**src/rtl/spec_lim_pkg.sv**
```systemverilog
package spec_lim_pkg;
  localparam int unsigned PER_CYC_MAX = 4;
  localparam int unsigned RATE_W = $clog2(PER_CYC_MAX + 1);
  typedef logic [RATE_W-1:0] rate_t;
endpackage

```
**src/rtl/lim_clamp.sv**
```systemverilog
module lim_clamp
  import spec_lim_pkg::*;
#(
  parameter int unsigned LIMIT = PER_CYC_MAX
) (
  input  rate_t raw,
  output rate_t clamped
);
  localparam rate_t TOP = rate_t'(LIMIT);

  always_comb begin
    clamped = (raw > TOP) ? TOP : raw;
  end
endmodule

```
**src/rtl/lim_counter.sv**
```systemverilog
module lim_counter
  import spec_lim_pkg::*;
#(
  parameter int unsigned CNT_W = 6
) (
  input  logic             clk,
  input  logic             rst_n,
  input  rate_t            inc,
  input  rate_t            dec,
  input  logic             flush,
  input  logic [CNT_W-1:0] keep,
  output logic [CNT_W-1:0] cnt_q,
  output logic             err_q
);
  localparam int CNT_MAX = (1 << CNT_W) - 1;

  logic [CNT_W-1:0] cnt_d;
  logic             err_d;
  logic             cnt_en;
  int               sum_i;

  always_comb begin
    sum_i  = int'(cnt_q) + int'(inc) - int'(dec);
    cnt_d  = cnt_q;
    err_d  = err_q;
    cnt_en = 1'b0;
    if (flush) begin
      cnt_d  = keep;
      cnt_en = 1'b1;
    end else if (inc != '0 || dec != '0) begin
      cnt_en = 1'b1;
      if (sum_i < 0) begin
        cnt_d = '0;
        err_d = 1'b1;
      end else if (sum_i > CNT_MAX) begin
        cnt_d = CNT_W'(CNT_MAX);
      end else begin
        cnt_d = CNT_W'(sum_i);
      end
    end
  end

  always_ff @(posedge clk or negedge rst_n) begin
    if (!rst_n) begin
      cnt_q <= '0;
    end else if (cnt_en) begin
      cnt_q <= cnt_d;
    end
  end

  always_ff @(posedge clk or negedge rst_n) begin
    if (!rst_n) begin
      err_q <= 1'b0;
    end else begin
      err_q <= err_d;
    end
  end

  assert_flush_load_R7: assert property (@(posedge clk) disable iff (!rst_n)
    flush |=> cnt_q == $past(keep));
  assert_idle_hold_R2: assert property (@(posedge clk) disable iff (!rst_n)
    (!flush && inc == '0 && dec == '0) |=> $stable(cnt_q));
  assert_no_wrap_R4: assert property (@(posedge clk) disable iff (!rst_n)
    (!flush && cnt_q == CNT_W'(CNT_MAX) && inc >= dec) |=> cnt_q == CNT_W'(CNT_MAX));
  assert_underflow_flag_R5: assert property (@(posedge clk) disable iff (!rst_n)
    (!flush && int'(dec) > int'(cnt_q) + int'(inc)) |=> (err_q && cnt_q == '0));
  assert_err_sticky_R6: assert property (@(posedge clk) disable iff (!rst_n)
    err_q |=> err_q);
endmodule

```
**src/rtl/lim_stall.sv**
```systemverilog
module lim_stall #(
  parameter int unsigned CNT_W = 6
) (
  input  logic [CNT_W-1:0] cnt,
  input  logic [CNT_W-1:0] limit,
  input  logic             en,
  output logic             stall
);
  logic over;

  always_comb begin
    over  = (cnt > limit);
    stall = en & over;
  end

  always_comb begin
    if (!en) assert_off_no_stall_R9: assert (!stall);
  end
endmodule

```
**src/rtl/spec_throttle_limiter.sv**
```systemverilog
module spec_throttle_limiter
  import spec_lim_pkg::*;
#(
  parameter int unsigned CNT_W = 6
) (
  input  logic             clk,
  input  logic             rst_n,
  input  logic [2:0]       br_decoded,
  input  logic [2:0]       br_resolved,
  input  logic             flush,
  input  logic [CNT_W-1:0] flush_keep,
  input  logic             throttle_en,
  input  logic [CNT_W-1:0] spec_limit,
  output logic             decode_stall,
  output logic [CNT_W-1:0] inflight,
  output logic             underflow_err
);
  rate_t inc_c;
  rate_t dec_c;

  lim_clamp #(.LIMIT(PER_CYC_MAX)) u_clamp_dec (
    .raw(rate_t'(br_decoded)), .clamped(inc_c));
  lim_clamp #(.LIMIT(PER_CYC_MAX)) u_clamp_res (
    .raw(rate_t'(br_resolved)), .clamped(dec_c));

  lim_counter #(.CNT_W(CNT_W)) u_counter (
    .clk(clk), .rst_n(rst_n), .inc(inc_c), .dec(dec_c),
    .flush(flush), .keep(flush_keep), .cnt_q(inflight), .err_q(underflow_err));

  lim_stall #(.CNT_W(CNT_W)) u_stall (
    .cnt(inflight), .limit(spec_limit), .en(throttle_en), .stall(decode_stall));

  assert_stall_needs_excess_R8: assert property (@(posedge clk) disable iff (!rst_n)
    decode_stall |-> (throttle_en && inflight > spec_limit));
endmodule

```
**config.mk**
```make
export PLATFORM = sky130hd
export DESIGN_NAME = spec_throttle_limiter
export DESIGN_NICKNAME = d
export VERILOG_FILES = /design/src/rtl/spec_lim_pkg.sv /design/src/rtl/lim_clamp.sv /design/src/rtl/lim_counter.sv /design/src/rtl/lim_stall.sv /design/src/rtl/spec_throttle_limiter.sv
export SDC_FILE = /design/constraint.sdc
export NUM_CORES = 1
export LEC_CHECK = 0
export CORE_MARGIN = 2
export CORE_UTILIZATION = 31
export DETAILED_ROUTE_END_ITERATION = 10
export GPL_ROUTABILITY_DRIVEN = 1
export PLACE_DENSITY_LB_ADDON = 0.25
export SKIP_LAST_GASP = 1
export SLEW_MARGIN = 10
export SYNTH_ARGS = -nofsm -noshare
export SYNTH_HDL_FRONTEND = slang
export SYNTH_SLANG_ARGS = --single-unit
```
**constraint.sdc**
```tcl
create_clock -name clk -period 3.4 [get_ports clk]
set_clock_uncertainty 0.1 [all_clocks]
set_input_delay 0.34 -clock clk [delete_from_list [all_inputs] [get_ports clk]]
set_output_delay 0.34 -clock clk [all_outputs]
set_load 0.01 [all_outputs]
```
==> results <==
- At the pin with the least slew margin, the transition time is 0.477 ns.
- For the worst setup path, the data required time is 3.42 ns.
- The placed wire-length estimate is 1960 um.
- The first global-routing pass estimated 4040 um of wire.
- The worst setup path is captured at a flip-flop.
- The root buffer selected by CTS is sky130_fd_sc_hd__clkbuf_4.
- The category of the worst setup path launch point is an input port.
- The clock reaches the later pin of the worst-skew pair after 0.26 ns.
- The die covers ~3500 um^2.
- Synthesis produced a netlist whose cell count is 115.
- The clock transition time at the flip-flop clock pins of the worst setup and hold paths is about 0.050 ns.
- The flow ran to the end, but the final reports show violations.
- The max-capacitance violation count is 0.
- The number of global-route vias before repair came to a little over 900.
- For this design, the sink count on the clock tree is 7.
- In the post-synthesis netlist, the biggest area contributors are sky130_fd_sc_hd__dfrtp_1 (19%), sky130_fd_sc_hd__ha_1 (17%), sky130_fd_sc_hd__nand2_1 (5.6%).
- The sum of overflow across all layers after global routing is 0.
- The first routing iteration left 44 violations.
- In this run the standard cell core region covers between 2000 and 3000 um^2.
- Across all hold checks on the routed design, the worst slack comes to around 0.24 ns.
- The post-detailed-route DRC marker count is 3.
- The sequential area share after synthesis is 18.8%.
- Setup repair after global routing left no endpoint under its margin.
- Before antenna repair, the detailed router went through 7 iterations.
- For this run, the total global-route usage over all layers was measured as 15.4%.
- The cell accounting for the most synthesized area is sky130_fd_sc_hd__dfrtp_1.
- The average wire length per cell after detail routing is 12.9 um.
- The leakage power is 0.618 nW.
- The post-CTS setup-driven buffer insertion count is 0.
- The maximum number of pins on one net before global-route repair is 14.
- The number of levels in the clock H-tree is 1.
- The total instance count after detailed placement is ~180.
- In this run the remaining antenna-violating nets after routing total 0.
- The total inserted antenna cells is 0.
- The number of antenna violations at the first check in global routing is 0.
- TritonCTS built the clock tree.
- Counting the fill cells in the layout gives between 200 and 300.
- The number of synthesized register bits is 7.
- The number of failing hold endpoints at the final stage came to 0.
- The kind of critical path is in2reg.
- The timing-limited maximum frequency is 0.317 GHz.
- The netlist uses 35 different library cells.
- The total wirelength of the detailed-routed design is 2350 um.
- Yosys printed 0 warnings.
- The net count of the finished layout is 189.
- The initialized floorplan defines 19 standard-cell rows.
- The path category of the worst min-delay check is in2async.
- Headroom to the max-slew limit came out at 68.0%.
- The share of the synthesized area in the top cell type is 18.8%.
- The total vias in the final route is 949.
- The global placer's final weighted congestion is 0.776.
- From left edge to right edge, the die measures ~59 um.
- Pin placement for this block handled 30 I/O pins.
- Dividing the final minimum period by the clock period gives about 90%.
- The number of pins exceeding their max-slew limit in the final report was 0.
- In this run, post-CTS repair resized a total of 0 instances.
- Prior to clock tree synthesis, the placed netlist has a worst setup slack of -0.0417 ns.
- The layout-stage area growth over the synthesis result is 40.9%.
- The power density normalized to cell area is just over 800 nW/um^2.
- The highest ir drop seen on vdd is around 0.42 mV.
- The count of non-filler cells in the finished layout is between 150 and 200.
- Data on the critical path arrives at its endpoint at 3.17 ns.
- The average instance in the mapped netlist occupies ~8.1 um^2.
- The number of endpoints failing setup at the final stage is 0.
- Synthesis produced a netlist with a net count of 152.
- In this run the worst path has a maximum fanout of 4.
- Of the cells placed in the final design, the portion with a size suffix greater than 1 is 10.6%.
- The average via count per standard cell is about 5.2.
- The CTS buffer count is 3.
- The worst path meets setup with 0.249 ns of slack.
- The synthesized netlist occupies a cell area of 933 um^2.
- The number of input and output port buffers inserted is 29.
- After layout, the minimum clock period comes to 3.15 ns.
- The initial utilization of the core area, before any placement, comes to 33.3%.
- The maximum buffer depth of the clock tree is 2.
- The die height is 58.9 um.
- The total negative slack is 0 ns.
- The final reports fail on DRC.
- Buffers inserted to repair hold after CTS numbered 0.
## worst max-delay path, cell delays in order
cell and delay (ns):
sky130_fd_sc_hd__clkdlybuf4s50_1 0.41, sky130_fd_sc_hd__nor2b_1 0.14, sky130_fd_sc_hd__ha_1 0.20, sky130_fd_sc_hd__fa_1 0.41, sky130_fd_sc_hd__xor2_1 0.18, sky130_fd_sc_hd__ha_1 0.34, sky130_fd_sc_hd__nand3b_1 0.13, sky130_fd_sc_hd__and3b_1 0.19
sky130_fd_sc_hd__o211a_1 0.22, sky130_fd_sc_hd__or3_1 0.34, sky130_fd_sc_hd__a21oi_1 0.15, sky130_fd_sc_hd__o221ai_1 0.13
## Yosys cell counts, drive strengths merged
cell    instances
xnor2           2
or3             1
clkbuf          2
a21oi           7
inv            11
fa              2
o221ai          5
a21boi          1
a21o            7
and3            2
nand3           3
a31oi           2
xor2            3
nor4            3
dfrtp           7
o21ai           5
o211ai          1
and2            1
or2             2
nand2          14
ha             13
buf             1
or4             1
and3b           1
nor2            9
o211a           2
nand3b          1
nor3            1
a311o           1
nor2b           4
## state kept, by name (all words and copies together), names as in the netlist
signal,flops
u_counter.err_q,1
u_counter.cnt_q,6
## through the flow
step / utilization (%) / power (mW) / instance area [um^2]
2_1_floorplan: - / 0.725 / 933
3_3_place_gp: 45.9 / 0.979 / 1290
3_5_place_dp: 45.9 / 0.999 / 1290
4_1_cts: 46.9 / 1.09 / 1320
5_1_grt: 46.9 / 1.19 / 1320
6_report: 46.9 / 1.07 / 1320
## cells in the final DEF (no fill, tap or decap), types with 2 or more instances in the layout
cell / synthesis / layout
sky130_fd_sc_hd__a21o_1: 6 / 6
sky130_fd_sc_hd__or2_1: 2 / 2
sky130_fd_sc_hd__a21oi_1: 7 / 7
sky130_fd_sc_hd__xor2_1: 3 / 3
sky130_fd_sc_hd__xnor2_1: 2 / 2
sky130_fd_sc_hd__o21ai_2: 2 / 2
sky130_fd_sc_hd__buf_4: 0 / 6
sky130_fd_sc_hd__o211a_1: 2 / 2
sky130_fd_sc_hd__nor2b_1: 4 / 4
sky130_fd_sc_hd__o221ai_1: 5 / 5
sky130_fd_sc_hd__nand3_1: 3 / 3
sky130_fd_sc_hd__ha_1: 13 / 13
sky130_fd_sc_hd__clkbuf_4: 0 / 3
sky130_fd_sc_hd__dfrtp_1: 7 / 7
sky130_fd_sc_hd__nand2_1: 14 / 14
sky130_fd_sc_hd__fa_1: 2 / 2
sky130_fd_sc_hd__o21ai_0: 2 / 2
sky130_fd_sc_hd__clkdlybuf4s50_1: 0 / 29
sky130_fd_sc_hd__nor4_1: 3 / 3
sky130_fd_sc_hd__nor2_1: 9 / 9
sky130_fd_sc_hd__inv_1: 11 / 11
## routing by layer
layer,vias up,global-route usage [%],share of wire (%)
li1,484,-,-
met4,0,3.90,0.81
met2,22,25.4,47
met1,440,19.7,47
met5,-,0,0
met3,3,4.62,5.4
## path summary, 6_finish.rpt
path | depth (start not counted) | slack (ns) | endpoint | startpoint
hold / removal | 1 | 0.24 | u_counter.cnt_q[4]$_DFFE_PN0P_ | rst_n
hold reg to reg | 1 | 0.37 | u_counter.err_q$_DFFE_PN0P_ | u_counter.err_q$_DFFE_PN0P_
max in group asynchronous | 1 | 2.72 | u_counter.cnt_q[1]$_DFFE_PN0P_ | rst_n
setup reg to reg | 10 | 0.42 | u_counter.cnt_q[5]$_DFFE_PN0P_ | u_counter.cnt_q[0]$_DFFE_PN0P_
min in group clk | 1 | 0.37 | u_counter.err_q$_DFFE_PN0P_ | u_counter.err_q$_DFFE_PN0P_
setup / recovery | 12 | 0.25 | u_counter.cnt_q[5]$_DFFE_PN0P_ | br_decoded[0]
## report_power, final
part           leakage [nW]  switching (mW)  internal, mW
combinational         0.522           0.381         0.408
sequential           0.0809          0.0778         0.127
clock                0.0150          0.0339        0.0450
## kinds of logic after synthesis
kind of cell | synth area share, %
and+or+nand+nor | 23.9
AOI/OAI and AO/OA | 24.5
adders and majority gates | 21.7
buffers and inverters | 6.43
DFF | 18.8
xor gates and xnor gates | 4.69
## area by class of cell
type                            count  area (um^2)  share of cell area, %
Tap cell                           31         38.8                   2.95
Clock buffer                        4         26.3                   2.00
Timing Repair Buffer               35          335                   25.5
Multi-Input combinational cell     94          698                   53.1
Sequential cell                     7          175                   13.3
Inverter                           11         41.3                   3.14
(Power assumes the default switching activity.)
